### src/rtl/cf_pkg.sv
package cf_pkg;

    // Chunk length is fixed by the line format.
    localparam int CHUNK_W = 8;

    // Assemble one chunk, first transmitted bit in the MSB.
    function automatic logic [CHUNK_W-1:0] pack_chunk(
        input logic left_bit,
        input logic right_bit,
        input logic ctl_clk,
        input logic ctl_dat
    );
        return {left_bit, ~left_bit, right_bit, ~right_bit, ctl_clk, ctl_dat, 2'b00};
    endfunction

endpackage

### src/rtl/cf_ctl_clock.sv
module cf_ctl_clock #(
    parameter int HOLD_CHUNKS = 16
) (
    input  logic clk,
    input  logic rst_n,
    input  logic stb,
    input  logic mosi,
    output logic ctl_clk,
    output logic ctl_dat
);
    localparam int CNT_W = (HOLD_CHUNKS > 1) ? $clog2(HOLD_CHUNKS) : 1;
    localparam logic [CNT_W-1:0] LAST = CNT_W'(HOLD_CHUNKS - 1);

    typedef struct packed {
        logic [CNT_W-1:0] cnt;
        logic             sclk;
        logic             sdat;
    } ctl_st_t;

    ctl_st_t s_d, s_q;

    always_comb begin
        s_d = s_q;
        if (stb) begin
            if (s_q.cnt == LAST) begin
                s_d.cnt  = '0;
                s_d.sclk = ~s_q.sclk;
                if (s_q.sclk) begin
                    s_d.sdat = mosi;
                end
            end else begin
                s_d.cnt = s_q.cnt + CNT_W'(1);
            end
        end
    end

    always_ff @(posedge clk or negedge rst_n) begin
        if (!rst_n) begin
            s_q <= '0;
        end else begin
            s_q <= s_d;
        end
    end

    assign ctl_clk = s_q.sclk;
    assign ctl_dat = s_q.sdat;


    dat_on_fall_chk: assert property (@(posedge clk) disable iff (!rst_n)
        (s_q.sdat != $past(s_q.sdat)) |-> ($past(s_q.sclk) && !s_q.sclk));


    clk_on_strobe_chk: assert property (@(posedge clk) disable iff (!rst_n)
        (s_q.sclk != $past(s_q.sclk)) |-> $past(stb));


    hold_bound_chk: assert property (@(posedge clk) disable iff (!rst_n)
        int'(s_q.cnt) < HOLD_CHUNKS);

endmodule

### src/rtl/cf_audio_hold.sv
module cf_audio_hold (
    input  logic clk,
    input  logic rst_n,
    input  logic stb,
    input  logic vld,
    input  logic in_l,
    input  logic in_r,
    output logic cur_l,
    output logic cur_r,
    output logic underrun
);
    typedef struct packed {
        logic l;
        logic r;
        logic und;
    } aud_st_t;

    aud_st_t s_d, s_q;

    always_comb begin
        s_d     = s_q;
        s_d.und = 1'b0;
        if (stb) begin
            if (vld) begin
                s_d.l = in_l;
                s_d.r = in_r;
            end else begin
                s_d.und = 1'b1;
            end
        end
    end

    always_ff @(posedge clk or negedge rst_n) begin
        if (!rst_n) begin
            s_q <= '0;
        end else begin
            s_q <= s_d;
        end
    end

    // Values carried by a chunk launched in this cycle.
    assign cur_l    = (stb && vld) ? in_l : s_q.l;
    assign cur_r    = (stb && vld) ? in_r : s_q.r;
    assign underrun = s_q.und;


    repeat_on_miss_chk: assert property (@(posedge clk) disable iff (!rst_n)
        (stb && !vld) |=> (s_q.und && $stable(s_q.l) && $stable(s_q.r)));


    und_single_chk: assert property (@(posedge clk) disable iff (!rst_n)
        s_q.und |-> $past(stb));

endmodule

### src/rtl/cf_shifter.sv
module cf_shifter #(
    parameter int W = 8
) (
    input  logic         clk,
    input  logic         rst_n,
    input  logic         stb,
    input  logic [W-1:0] word,
    output logic         ser,
    output logic         start
);
    localparam int AGE_W = $clog2(W + 1);
    localparam logic [AGE_W-1:0] AGE_MAX = AGE_W'(W);

    typedef struct packed {
        logic [W-1:0] sh;
        logic         start;
    } shf_st_t;

    shf_st_t s_d, s_q;

    always_comb begin
        s_d       = s_q;
        s_d.start = stb;
        if (stb) begin
            s_d.sh = word;
        end else begin
            s_d.sh = {s_q.sh[W-2:0], 1'b0};
        end
    end

    always_ff @(posedge clk or negedge rst_n) begin
        if (!rst_n) begin
            s_q <= '0;
        end else begin
            s_q <= s_d;
        end
    end

    assign ser   = s_q.sh[W-1];
    assign start = s_q.start;

    // Checker window: cycles since the last chunk start, saturating.
    logic [AGE_W-1:0] age_q;
    always_ff @(posedge clk or negedge rst_n) begin
        if (!rst_n) begin
            age_q <= AGE_MAX;
        end else if (stb) begin
            age_q <= '0;
        end else if (age_q != AGE_MAX) begin
            age_q <= age_q + AGE_W'(1);
        end
    end


    start_follows_stb_chk: assert property (@(posedge clk) disable iff (!rst_n)
        stb |=> start);


    idle_low_chk: assert property (@(posedge clk) disable iff (!rst_n)
        (age_q == AGE_MAX) |-> !ser);

endmodule

### src/rtl/chunk_framer.sv
module chunk_framer #(
    parameter int HOLD_CHUNKS = 16
) (
    input  logic clk,
    input  logic rst_n,
    input  logic chunk_stb,
    input  logic dsd_valid,
    input  logic dsd_left,
    input  logic dsd_right,
    input  logic ctl_mosi,
    output logic line_bit,
    output logic line_start,
    output logic dsd_underrun
);
    import cf_pkg::*;

    logic                cur_l, cur_r;
    logic                ctl_clk, ctl_dat;
    logic [CHUNK_W-1:0]  word;

    cf_audio_hold u_audio (
        .clk      (clk),
        .rst_n    (rst_n),
        .stb      (chunk_stb),
        .vld      (dsd_valid),
        .in_l     (dsd_left),
        .in_r     (dsd_right),
        .cur_l    (cur_l),
        .cur_r    (cur_r),
        .underrun (dsd_underrun)
    );

    cf_ctl_clock #(.HOLD_CHUNKS(HOLD_CHUNKS)) u_ctl (
        .clk     (clk),
        .rst_n   (rst_n),
        .stb     (chunk_stb),
        .mosi    (ctl_mosi),
        .ctl_clk (ctl_clk),
        .ctl_dat (ctl_dat)
    );

    assign word = pack_chunk(cur_l, cur_r, ctl_clk, ctl_dat);

    cf_shifter #(.W(CHUNK_W)) u_shf (
        .clk   (clk),
        .rst_n (rst_n),
        .stb   (chunk_stb),
        .word  (word),
        .ser   (line_bit),
        .start (line_start)
    );


    pair_inverse_chk: assert property (@(posedge clk) disable iff (!rst_n)
        (line_start && !chunk_stb) |=> (line_bit != $past(line_bit)));


    und_with_start_chk: assert property (@(posedge clk) disable iff (!rst_n)
        dsd_underrun |-> line_start);


    always_comb begin
        if (!rst_n) begin
            reset_quiet_chk: assert (!line_bit && !line_start && !dsd_underrun);
        end
    end

endmodule

### config.mk
export PLATFORM = sky130hd
export DESIGN_NAME = chunk_framer
export DESIGN_NICKNAME = d
export VERILOG_FILES = /design/src/rtl/cf_pkg.sv /design/src/rtl/cf_ctl_clock.sv /design/src/rtl/cf_audio_hold.sv /design/src/rtl/cf_shifter.sv /design/src/rtl/chunk_framer.sv
export SDC_FILE = /design/constraint.sdc
export NUM_CORES = 1
export LEC_CHECK = 0
export BUFFER_PORTS_ARGS = -buffer_cell sky130_fd_sc_hd__buf_2
export CORE_AREA = 2 2 39 41
export CTS_CLUSTER_DIAMETER = 80
export DETAILED_ROUTE_END_ITERATION = 16
export DIE_AREA = 0 0 41 43
export PLACE_DENSITY_LB_ADDON = 0.2
export SLEW_MARGIN = 30
export SYNTH_ARGS = -nofsm -noshare
export SYNTH_HDL_FRONTEND = slang
export SYNTH_SLANG_ARGS = --single-unit
### constraint.sdc
create_clock -name clk -period 2.3 [get_ports clk]
set_input_delay 0.23 -clock clk [delete_from_list [all_inputs] [get_ports clk]]
set_output_delay 0.23 -clock clk [all_outputs]
set_load 0.02 [all_outputs]
==> flow_summary.toml <==
[outcome]
status = "finished clean"

[synth]
yosys_warnings = 0
synthAdderAreaFrac_pct = 1.97
netlist_area_um2 = 636
postSynthAreaPerCell_um2 = 13.0
muxShareOfSynthArea_pct = 13.6
syn_nets = 57
synth_compound_area_share_pct = 3.94
synth.distinct_cells = 17
synth_seq_cells = 16
yosysSeqAreaShare_pct = 63.0
synthXorXnorAreaFrac_pct = 2.76
synth_top_family_by_area = "multiplexers"
synthSimpleGateAreaFrac_pct = 10.0
synth_cells = 49

[floorplan]
die_w_um = 41
rows = 14
dieArea_um2 = 1760
initial_core_util_pct = 45.9
die_y_um = 43
num_io_pins = 10
core-area_um2 = 1380

[detailed_routing]
dr.pass1.iters = 2
viasPerCell = 4.95
route.detailed.drc = 0
wl_per_cell_um = 10.4
ant_nets = 0
drt_iter0_markers = 1
drt_wl_total_um = 801
via_count = 381

[setup_path]
r2r_start = "u_ctl.s_q[2]"
startpoint = "u_ctl.s_q[2]"
worst_setup_path_end_kind = "flip-flop"
start_kind = "flip-flop"
required_ns = 2.47
critPathMaxStageDelay_ns = 0.41
path_cells = "ha_1, nand4_1, nor2_1, mux2_2"
cp-endpoint = "u_ctl.ctl_dat"
r2r-end = "u_ctl.ctl_dat"
cp_max_fo = 4
crit_type = "reg -> reg"
crit_path_top_delay_cell = "dfrtp_1"
rr_worst_depth = 4
arrival_ns = 1.52
r2r_slack_ns = 0.95

[global_route]
grt_max_degree = 19
grt_pass1_wl_um = 1380
overflow = 0
grt_pass1_vias = 333
grt.total_usage_pct = 12.5
top_usage_layer = "met1"
gr-usage-met3_pct = 3.14
use_met2_pct = 15.3
antenna_found_initial = 0
grt_use_met1_pct = 16.8

[timing]
fin_skew_ns = 0.000669
min_period_over_period_pct = 58.8
period_minus_slack_ns = 1.35
finalMaxSlewViolations = 0
worstMarginPinSlew_ns = 0.349
timing.fmax_mhz = 740
setup_violations = 0
slew-limit-headroom_pct = 76.7
rsz0062_at_grt = "false"
setup_tns_ns = 0
holdWs_ns = 0.148
finalHoldViolations = 0

[power]
clkPwrFrac_pct = 24.7
fin_total_pwr_mw = 0.713
ir_drop_mv = 0.595
p_seq_share_pct = 56.9
combPwrFrac_pct = 18.3
p_int_mw = 0.524
p_per_area_nw_per_um2 = 978
p_leak_nw = 0.362
switching_share_pct = 26.5
switching_power_mw = 0.189

[finish]
nFillCells = 134
drive_gt1_share_pct = 31.1
diodes = 0
nNetsFinal = 70
syn2layout_area_growth_pct = 14.6

[cts]
clock_latency_ns = 0.27
clockRootBuffer = "clkbuf_4"
clockBufferDepth = 2
cts_buffers = 3
clkTransAtPathRegs_ns = 0.09
cts_tree = "done"
postCtsResizedCells = 0
cts_max_level = 1
clock-sinks = 16

[worst_hold_path]
hold_path.class = "in -> reg"

[placement]
port_buffers = 9
gpl.final_weighted_congestion = 0.579
dp_hpwl_um = 555

[run]
cap_violations = 0
[critical path: cells and delay by family, from the launching register on]
family,cells,cell delay (ns)
AND/OR/NAND/NOR,2,0.28
multiplexers,1,0.33
adder cells (fa/ha/maj),1,0.23
flip-flops,1,0.41
[cells in the final DEF (no fill, tap or decap), drive strengths merged, types with 3 or more instances in the layout]
cell type  synthesis  routed
mux2               5       5
nor2               3       3
inv                3       3
clkbuf             0       4
a21oi              3       3
nand2              4       4
buf                2       9
dfrtp             16      16
mux2i              3       3
[cell type report]
class | instances | area, um^2 | area share, %
Clock buffer | 4 | 36.3 | 4.98
Timing Repair Buffer | 10 | 55.1 | 7.56
Tap cell | 16 | 20.0 | 2.75
Inverter | 3 | 11.3 | 1.55
Multi-Input combinational cell | 28 | 205 | 28.2
Sequential cell | 16 | 400 | 55.0
[what timing repair did]
action,in CTS,in global routing
buffers inserted,0,0
hold buffers,1,0
endpoints found under the hold margin,16,0
[sequential cells by signal (all words and copies together), names as in the netlist]
| register | flops |
|---|---|
| u_shf.start | 1 |
| u_shf.ser | 1 |
| u_audio.underrun | 1 |
| u_ctl.ctl_clk | 1 |
| u_ctl.ctl_dat | 1 |
| u_shf.s_q | 5 |
| u_audio.s_q | 2 |
| u_ctl.s_q | 4 |
[synthesized netlist by cell type]
cell	number	area (um^2)
a21oi_1	3	15.0
and2_1	1	6.26
buf_4	1	7.51
buf_6	1	11.3
dfrtp_1	16	400
ha_1	1	12.5
inv_1	3	11.3
mux2_2	5	56.3
mux2i_1	3	30.0
nand2_1	3	11.3
nand2_4	1	11.3
nand3_1	1	5.00
nand4_1	2	12.5
nor2_1	3	11.3
nor2b_1	1	6.26
o21ai_0	2	10.0
xnor2_1	2	17.5
[through the flow]
step                instance area (um^2)  utilization, %  std cells  worst slack (ns)
detailed placement                   682            49.3         72             0.955
finish                               728            52.6         77             0.949
CTS                                  728            52.6         77             0.942
floorplan                            636               -         49              1.02
global route                         728            52.6         77             0.884
global placement                     682            49.3         72             0.971
[routing by layer]
metal / wire length (um) / vias to the layer above
met4: 10 / 0
met2: 352 / 9
li1: - / 187
met5: 0 / -
met3: 46 / 2
met1: 391 / 183
[kinds of logic (layout without fill, tap and decap cells)]
family / after synthesis / after routing
buf+inv: 5 / 17
fa+ha+maj: 1 / 1
flops: 16 / 16
mux: 8 / 8
xor+xnor: 2 / 2
compound gates: 5 / 5
simple gates: 12 / 12
[how the worst min path moves through the flow]
stage,cells after the start,start,to
floorplan,0,rst_n,u_audio.s_q[1]
CTS,2,dsd_valid,u_audio.underrun
global placement,1,rst_n,u_audio.underrun
global route,2,dsd_valid,u_audio.underrun
detailed placement,1,rst_n,u_audio.underrun
finish,2,dsd_valid,u_audio.underrun
[power by group through the flow]
stage / clock network (mW) / registers, mW / logic, mW
final: 0.176 / 0.406 / 0.130
after global routing: 0.196 / 0.416 / 0.153
after CTS: 0.188 / 0.406 / 0.133
after detailed placement: 0 / 0.409 / 0.134
after global placement: 0 / 0.410 / 0.131
after floorplan: 0 / 0.406 / 0.102
(Power assumes the default switching activity.)
